==> src/rtl/int_add_pkg.sv <==
// Package: opcode values and operation kinds shared by the add unit.
package int_add_pkg;
    localparam logic [5:0] OPC_EXT    = 6'd31;
    localparam logic [5:0] OPC_ADDI   = 6'd14;
    localparam logic [5:0] OPC_ADDIC  = 6'd12;
    localparam logic [5:0] OPC_ADDICR = 6'd13;
    localparam logic [5:0] OPC_ADDIS  = 6'd15;
    localparam logic [8:0] XOP_ADD    = 9'd266;
    localparam logic [8:0] XOP_ADDC   = 9'd10;
    localparam logic [8:0] XOP_ADDE   = 9'd138;
    localparam logic [8:0] XOP_ADDME  = 9'd234;
    localparam logic [8:0] XOP_ADDZE  = 9'd202;

    typedef enum logic [3:0] {
        K_NONE, K_ADD, K_ADDC, K_ADDE, K_ADDME, K_ADDZE,
        K_ADDI, K_ADDIC, K_ADDICR, K_ADDIS
    } add_kind_e;
endpackage

==> src/rtl/int_add_decode.sv <==
// Decoder: maps opcode fields to an operation kind and its side effects.
// Assumes the caller gives the raw instruction bit fields.
module int_add_decode
    import int_add_pkg::*;
(
    input  logic [5:0] opc_i,
    input  logic [8:0] xop_i,
    input  logic       ovf_en_i,
    input  logic       rec_i,
    output logic       legal_o,
    output add_kind_e  kind_o,
    output logic       ovf_upd_o,
    output logic       cmp_upd_o,
    output logic       carry_upd_o
);
    // Select the kind and which flags it writes.
    always_comb begin
        legal_o     = 1'b0;
        kind_o      = K_NONE;
        ovf_upd_o   = 1'b0;
        cmp_upd_o   = 1'b0;
        carry_upd_o = 1'b0;
        case (opc_i)
            OPC_EXT: begin
                ovf_upd_o = ovf_en_i;
                cmp_upd_o = rec_i;
                legal_o   = 1'b1;
                case (xop_i)
                    XOP_ADD:   kind_o = K_ADD;
                    XOP_ADDC:  begin kind_o = K_ADDC;  carry_upd_o = 1'b1; end
                    XOP_ADDE:  begin kind_o = K_ADDE;  carry_upd_o = 1'b1; end
                    XOP_ADDME: begin kind_o = K_ADDME; carry_upd_o = 1'b1; end
                    XOP_ADDZE: begin kind_o = K_ADDZE; carry_upd_o = 1'b1; end
                    default: begin
                        legal_o   = 1'b0;
                        ovf_upd_o = 1'b0;
                        cmp_upd_o = 1'b0;
                    end
                endcase
            end
            OPC_ADDI:   begin legal_o = 1'b1; kind_o = K_ADDI; end
            OPC_ADDIS:  begin legal_o = 1'b1; kind_o = K_ADDIS; end
            OPC_ADDIC:  begin legal_o = 1'b1; kind_o = K_ADDIC; carry_upd_o = 1'b1; end
            OPC_ADDICR: begin
                legal_o     = 1'b1;
                kind_o      = K_ADDICR;
                carry_upd_o = 1'b1;
                cmp_upd_o   = 1'b1;
            end
            default: ;
        endcase
    end
endmodule

==> src/rtl/int_add_operands.sv <==
// Operand selector: builds both addends and the carry-in for each kind.
// Assumes W >= IMM_W; a zero index selects constant 0 only for the
// plain and shifted immediate forms.
module int_add_operands
    import int_add_pkg::*;
#(
    parameter int W     = 32,
    parameter int IMM_W = 16,
    parameter int IDX_W = 5
) (
    input  add_kind_e        kind_i,
    input  logic [IDX_W-1:0] a_idx_i,
    input  logic [W-1:0]     a_i,
    input  logic [W-1:0]     b_i,
    input  logic [IMM_W-1:0] imm_i,
    input  logic             carry_i,
    output logic [W-1:0]     op_a_o,
    output logic [W-1:0]     op_b_o,
    output logic             cin_o
);
    localparam int EXT_W = W - IMM_W;

    logic [W-1:0] imm_sx;
    logic [W-1:0] imm_hi;
    logic [W-1:0] a_or_zero;

    // Sign-extend the immediate and form its shifted variant.
    always_comb begin
        imm_sx    = {{EXT_W{imm_i[IMM_W-1]}}, imm_i};
        imm_hi    = imm_sx << IMM_W;
        a_or_zero = (a_idx_i == '0) ? '0 : a_i;
    end

    // Pick addends and carry-in per kind.
    always_comb begin
        op_a_o = a_i;
        op_b_o = b_i;
        cin_o  = 1'b0;
        case (kind_i)
            K_ADDE:   cin_o = carry_i;
            K_ADDME:  begin op_b_o = '1; cin_o = carry_i; end
            K_ADDZE:  begin op_b_o = '0; cin_o = carry_i; end
            K_ADDI:   begin op_a_o = a_or_zero; op_b_o = imm_sx; end
            K_ADDIS:  begin op_a_o = a_or_zero; op_b_o = imm_hi; end
            K_ADDIC,
            K_ADDICR: op_b_o = imm_sx;
            default: ;
        endcase
    end
endmodule

==> src/rtl/int_add_core.sv <==
// Adder core: W-bit sum with carry-in, unsigned carry-out, signed overflow.
module int_add_core #(
    parameter int W = 32
) (
    input  logic [W-1:0] a_i,
    input  logic [W-1:0] b_i,
    input  logic         cin_i,
    output logic [W-1:0] sum_o,
    output logic         cout_o,
    output logic         ovf_o
);
    // One wide addition, then overflow from operand and result signs.
    always_comb begin
        {cout_o, sum_o} = {1'b0, a_i} + {1'b0, b_i} + {{W{1'b0}}, cin_i};
        ovf_o = (a_i[W-1] == b_i[W-1]) && (sum_o[W-1] != a_i[W-1]);
    end
endmodule

==> src/rtl/int_add_unit.sv <==
// Integer add unit: decodes the add family, computes the sum and keeps
// carry, overflow, sticky overflow and the comparison field.
// Assumes register file access happens outside; outputs lag by one clock.
module int_add_unit
    import int_add_pkg::*;
#(
    parameter int W     = 32,
    parameter int IMM_W = 16,
    parameter int IDX_W = 5
) (
    input  logic             clk,
    input  logic             rst_n,
    input  logic             in_valid_i,
    input  logic [5:0]       opc_i,
    input  logic [8:0]       xop_i,
    input  logic             ovf_en_i,
    input  logic             rec_i,
    input  logic [IDX_W-1:0] src_a_idx_i,
    input  logic [W-1:0]     src_a_i,
    input  logic [W-1:0]     src_b_i,
    input  logic [IMM_W-1:0] imm_i,
    input  logic             sum_ovf_clr_i,
    output logic [W-1:0]     result_o,
    output logic             rd_we_o,
    output logic [3:0]       cmp_o,
    output logic             cmp_we_o,
    output logic             carry_o,
    output logic             ovf_o,
    output logic             sum_ovf_o
);
    logic      legal, ovf_upd, cmp_upd, carry_upd;
    add_kind_e kind;
    logic [W-1:0] op_a, op_b, sum;
    logic      cin, cout, ovf_raw;
    logic      fire, ovf_set, so_next;
    logic [3:0] cmp_next;

    int_add_decode u_dec (
        .opc_i(opc_i), .xop_i(xop_i), .ovf_en_i(ovf_en_i), .rec_i(rec_i),
        .legal_o(legal), .kind_o(kind), .ovf_upd_o(ovf_upd),
        .cmp_upd_o(cmp_upd), .carry_upd_o(carry_upd)
    );

    int_add_operands #(.W(W), .IMM_W(IMM_W), .IDX_W(IDX_W)) u_ops (
        .kind_i(kind), .a_idx_i(src_a_idx_i), .a_i(src_a_i), .b_i(src_b_i),
        .imm_i(imm_i), .carry_i(carry_o), .op_a_o(op_a), .op_b_o(op_b),
        .cin_o(cin)
    );

    int_add_core #(.W(W)) u_core (
        .a_i(op_a), .b_i(op_b), .cin_i(cin),
        .sum_o(sum), .cout_o(cout), .ovf_o(ovf_raw)
    );

    // Next sticky flag and comparison field; set wins over clear.
    always_comb begin
        fire     = in_valid_i && legal;
        ovf_set  = fire && ovf_upd && ovf_raw;
        so_next  = (sum_ovf_clr_i ? 1'b0 : sum_ovf_o) | ovf_set;
        cmp_next = {sum[W-1], !sum[W-1] && (sum != '0), sum == '0, so_next};
    end

    // Register result, enables and flags.
    always_ff @(posedge clk) begin
        if (!rst_n) begin
            result_o  <= '0;
            rd_we_o   <= 1'b0;
            cmp_o     <= '0;
            cmp_we_o  <= 1'b0;
            carry_o   <= 1'b0;
            ovf_o     <= 1'b0;
            sum_ovf_o <= 1'b0;
        end else begin
            rd_we_o   <= fire;
            cmp_we_o  <= fire && cmp_upd;
            sum_ovf_o <= so_next;
            if (fire) result_o <= sum;
            if (fire && carry_upd) carry_o <= cout;
            if (fire && ovf_upd) ovf_o <= ovf_raw;
            if (fire && cmp_upd) cmp_o <= cmp_next;
        end
    end
endmodule

==> config.mk <==
export PLATFORM = sky130hd
export DESIGN_NAME = int_add_unit
export DESIGN_NICKNAME = d
export VERILOG_FILES = /design/src/rtl/int_add_pkg.sv /design/src/rtl/int_add_decode.sv /design/src/rtl/int_add_operands.sv /design/src/rtl/int_add_core.sv /design/src/rtl/int_add_unit.sv
export SDC_FILE = /design/constraint.sdc
export NUM_CORES = 1
export LEC_CHECK = 0
export ABC_AREA = 1
export BUFFER_PORTS_ARGS = -buffer_cell sky130_fd_sc_hd__clkbuf_2
export CAP_MARGIN = 25
export CORE_MARGIN = 1
export CORE_UTILIZATION = 40
export DETAILED_ROUTE_END_ITERATION = 7
export PLACE_DENSITY = 0.65
export SLEW_MARGIN = 10
export SYNTH_ARGS = -nofsm -noshare
export SYNTH_HDL_FRONTEND = slang
export SYNTH_SLANG_ARGS = --single-unit
==> constraint.sdc <==
create_clock -name clk -period 5.2 [get_ports clk]
set_input_delay 0.52 -clock clk [delete_from_list [all_inputs] [get_ports clk]]
set_output_delay 0.52 -clock clk [all_outputs]
set_load 0.01 [all_outputs]
==> flow_summary.toml <==
[status]
outcome = "finished, final reports clean"

[floorplanning]
pin_count = 147
die_area_sq_mm = 0.0135
die_w_um = 116
floorplan.initialDensity_pct = 41.2
placement_rows = 41
vertical_die_dimension_um = 116
core_area_sq_mm = 0.0127

[placement]
hpwlAfterDp_um = 14600
globalplace.congestion = 0.937
port_bufs = 146

[clock_network]
cts_tree = "built"
clock-root-buffer = "clkbuf_16"
maximum_clock_insertion_buffer_count = 2
clkSinkCount = 41
post_cts_resize_count = 0
cts_buffers = 5
post-cts-setup-buffer-count = 0
clock_pin_transition_on_the_worst_setup_and_hold_timing_paths_ns = 0.06
clock_latency_ns = 0.28
htree_num_levels = 2
cts-hold-fix-buffers = 0

[sta]
relative_slew_slack_pct = 49.8
final.setup.tns_ns = 0
final.setup_skew_ns = 0.00393
rsz_0062_raised_after_global_routing = "false"
period_needed_ns = 4.27
final_hold_viol_count = 0
max_slew.worst_pin.slew_ns = 0.752
drv_slew = 0
setup-violations-final = 0
final_period_util_pct = 82.1
achievable-frequency_ghz = 0.234
hold-worst-slack_ns = 0.476

[global_routing]
track_usage_pct = 25.8
number_of_antenna_violations_at_the_first_check_in_global_routing = 0
gr-usage-met2_pct = 41.0
first_global_vias = 5611
grt_max_degree = 64
global_route_wire_length_before_repair_um = 26900
top_usage_layer = "met2"
gr-usage-met1_pct = 36.8
grt_overflow_total = 0
met3_usage_pct = 2.28

[setup_path]
required_ns = 5.36
timing.critical_path.to_type = "flop"
critPathLaunchType = "primary input"
cp.arrival_ns = 4.44
crit_path_max_fanout = 16
ff2ff_setup_slack_ns = 2.37
critical_path_class = "primary input to flop"

[cells_and_area]
num_antenna_cells = 0
post_route_cells_drive_above_1_share_pct = 18.7
areaGrowthSynthToFinish_pct = 20.4
design.final.nets = 1247
fill_cell_count = 1478

[job]
max_cap_viols = 0

[synth]
ys_ff_latch = 41
prevailing_post_synth_register_cell = "dfxtp_1"
part_of_the_yosys_area_used_for_sequential_elements_pct = 15.7
ys.warnings.count = 0
post_synth.cell_area_avg_sq_um = 5.37
synth_async_sr_flop_share_pct = 0
synthesis.instances = 971
number_of_enable_flip_flop_cells_after_synthesis = 0
syn_area_sq_mm = 0.00522
syn_nets = 1110
synth_cell_type_count = 39

[detailed_routing]
detailroute.via_count = 6095
antenna_violating_nets_post_route = 0
routedWlPerCell_um = 13.1
route.detailed.vias_per_inst = 4.76
drt_drc_violations_left = 0
drt_pre_antenna_iters = 5
drtIter0Drc = 481
overall_routed_net_length_um = 16800

[power_and_ir_drop]
total_switching_power_uw = 467
comb_power_share_pct = 43.4
p_leak_uw = 0.00383
power_density_mw_per_mm2 = 192
vdd_ir_max_uv = 152
p_int_uw = 742
seq_power_share_pct = 26.7
clkPwrFrac_pct = 29.9
power_switching_share_pct = 38.6

[worst_hold_path]
min-delay-path-class = "flop to flop"
synth_stat cells (10+ instances only):
cell	instances	area (sq um)
nor2_2	11	68.8
a31oi_1	11	68.8
inv_1	220	826
o21ai_0	44	220
dfxtp_1	41	821
o21ai_1	18	90.1
clkbuf_1	10	37.5
o22ai_1	12	75.1
nand4_1	18	113
a21oi_1	33	165
inv_2	16	60.1
nand3_1	46	230
o211ai_1	11	82.6
nand2_1	272	1020
nor2_1	109	409
ha_1	31	388
flip-flops by register name (all words and copies together) (netlist names):
signal and flops:
sum_ovf_o 1, cmp_we_o 1, carry_o 1, cmp_o 4
result_o 32, rd_we_o 1, ovf_o 1
area by class of cell:
cell class | instances | area, sq um | area share [%]
clock buffers | 6 | 139 | 2.21
clock inverters | 2 | 37.5 | 0.597
inverters | 236 | 886 | 14.1
multi-input cells | 674 | 3420 | 54.5
flip-flops and latches | 41 | 821 | 13.1
well taps | 172 | 215 | 3.43
repair buffers | 150 | 761 | 12.1
through the flow:
step	cell area, sq um	setup slack, ns	util [%]	instances	total power, uW
3_3_place_gp	6110	0.769	48.2	1273	847
2_1_floorplan	5220	1.51	-	971	689
3_5_place_dp	6110	0.673	48.2	1273	847
6_report	6280	0.929	49.6	1281	1210
5_1_grt	6280	0.492	49.6	1281	1300
4_1_cts	6280	0.934	49.6	1281	1210
cells by family after synthesis:
| family | after synthesis | share of synthesized area (%) |
|---|---|---|
| flops | 41 | 15.7 |
| fa+ha+maj | 33 | 8.20 |
| buf+inv | 256 | 18.8 |
| xor+xnor | 12 | 2.01 |
| compound gates | 136 | 14.7 |
| simple gates | 493 | 40.6 |
cells in the final DEF, fill, tap and decap left out, types with 2 or more instances in the layout:
master,netlist,layout
nor3_2,3,3
dfxtp_1,41,41
clkbuf_2,0,146
inv_1,220,220
nor2_1,109,109
xor2_1,5,5
nand3_2,5,5
buf_4,1,4
inv_2,16,16
clkbuf_16,0,5
a21oi_1,33,33
and3_1,3,3
o211ai_1,11,11
a21o_1,2,2
fa_1,2,2
ha_1,31,31
nand2_2,6,6
and2_1,3,3
nand3_1,46,46
o21ai_1,18,18
xnor2_1,7,7
a31oi_1,11,11
nor3_1,9,9
nor2_4,4,4
nor2_2,11,11
nand2_1,272,272
o21ai_0,44,44
nand4_1,18,18
o22ai_1,12,12
critical path, cell delays in order:
cell	delay [ns]
clkbuf_2	0.09
nand2_2	0.10
nor2_2	0.05
inv_2	0.06
nor2_4	0.04
nand2_1	0.07
buf_4	0.21
o21ai_1	0.09
a21oi_1	0.23
nand2_1	0.13
nand2_2	0.25
o22ai_1	0.22
fa_1	0.49
fa_1	0.42
inv_1	0.15
nand3_1	0.08
nand3_1	0.13
nand2_1	0.07
nand2_1	0.12
xnor2_1	0.18
nand3_1	0.10
nor2_1	0.12
nand2_1	0.07
nor2_1	0.19
nand3_1	0.10
nand3_1	0.07
a21oi_1	0.06
per-layer routing:
layer / share of wire, % / up-vias
met5: 0 / -
met4: 2.5 / 0
met3: 6.0 / 17
met2: 42 / 215
met1: 50 / 2597
li1: - / 3266
path summary, 6_finish.rpt:
check | from | to | cells after the start
min | cmp_o[2]$_SDFFE_PN0P_ | cmp_o[2]$_SDFFE_PN0P_ | 2
max | opc_i[3] | cmp_o[2]$_SDFFE_PN0P_ | 27
max reg2reg | carry_o$_SDFFE_PN0P_ | cmp_o[2]$_SDFFE_PN0P_ | 16
min reg2reg | cmp_o[2]$_SDFFE_PN0P_ | cmp_o[2]$_SDFFE_PN0P_ | 2
power by group through the flow:
| stage | clock [uW] | sequential (uW) | combinational, uW |
|---|---|---|---|
| 2_1_floorplan | 0 | 332 | 357 |
| 3_3_place_gp | 0 | 329 | 518 |
| 3_5_place_dp | 0 | 329 | 517 |
| 4_1_cts | 368 | 323 | 520 |
| 5_1_grt | 384 | 323 | 596 |
| 6_report | 362 | 323 | 525 |
Power figures use the tool's default switching activity.
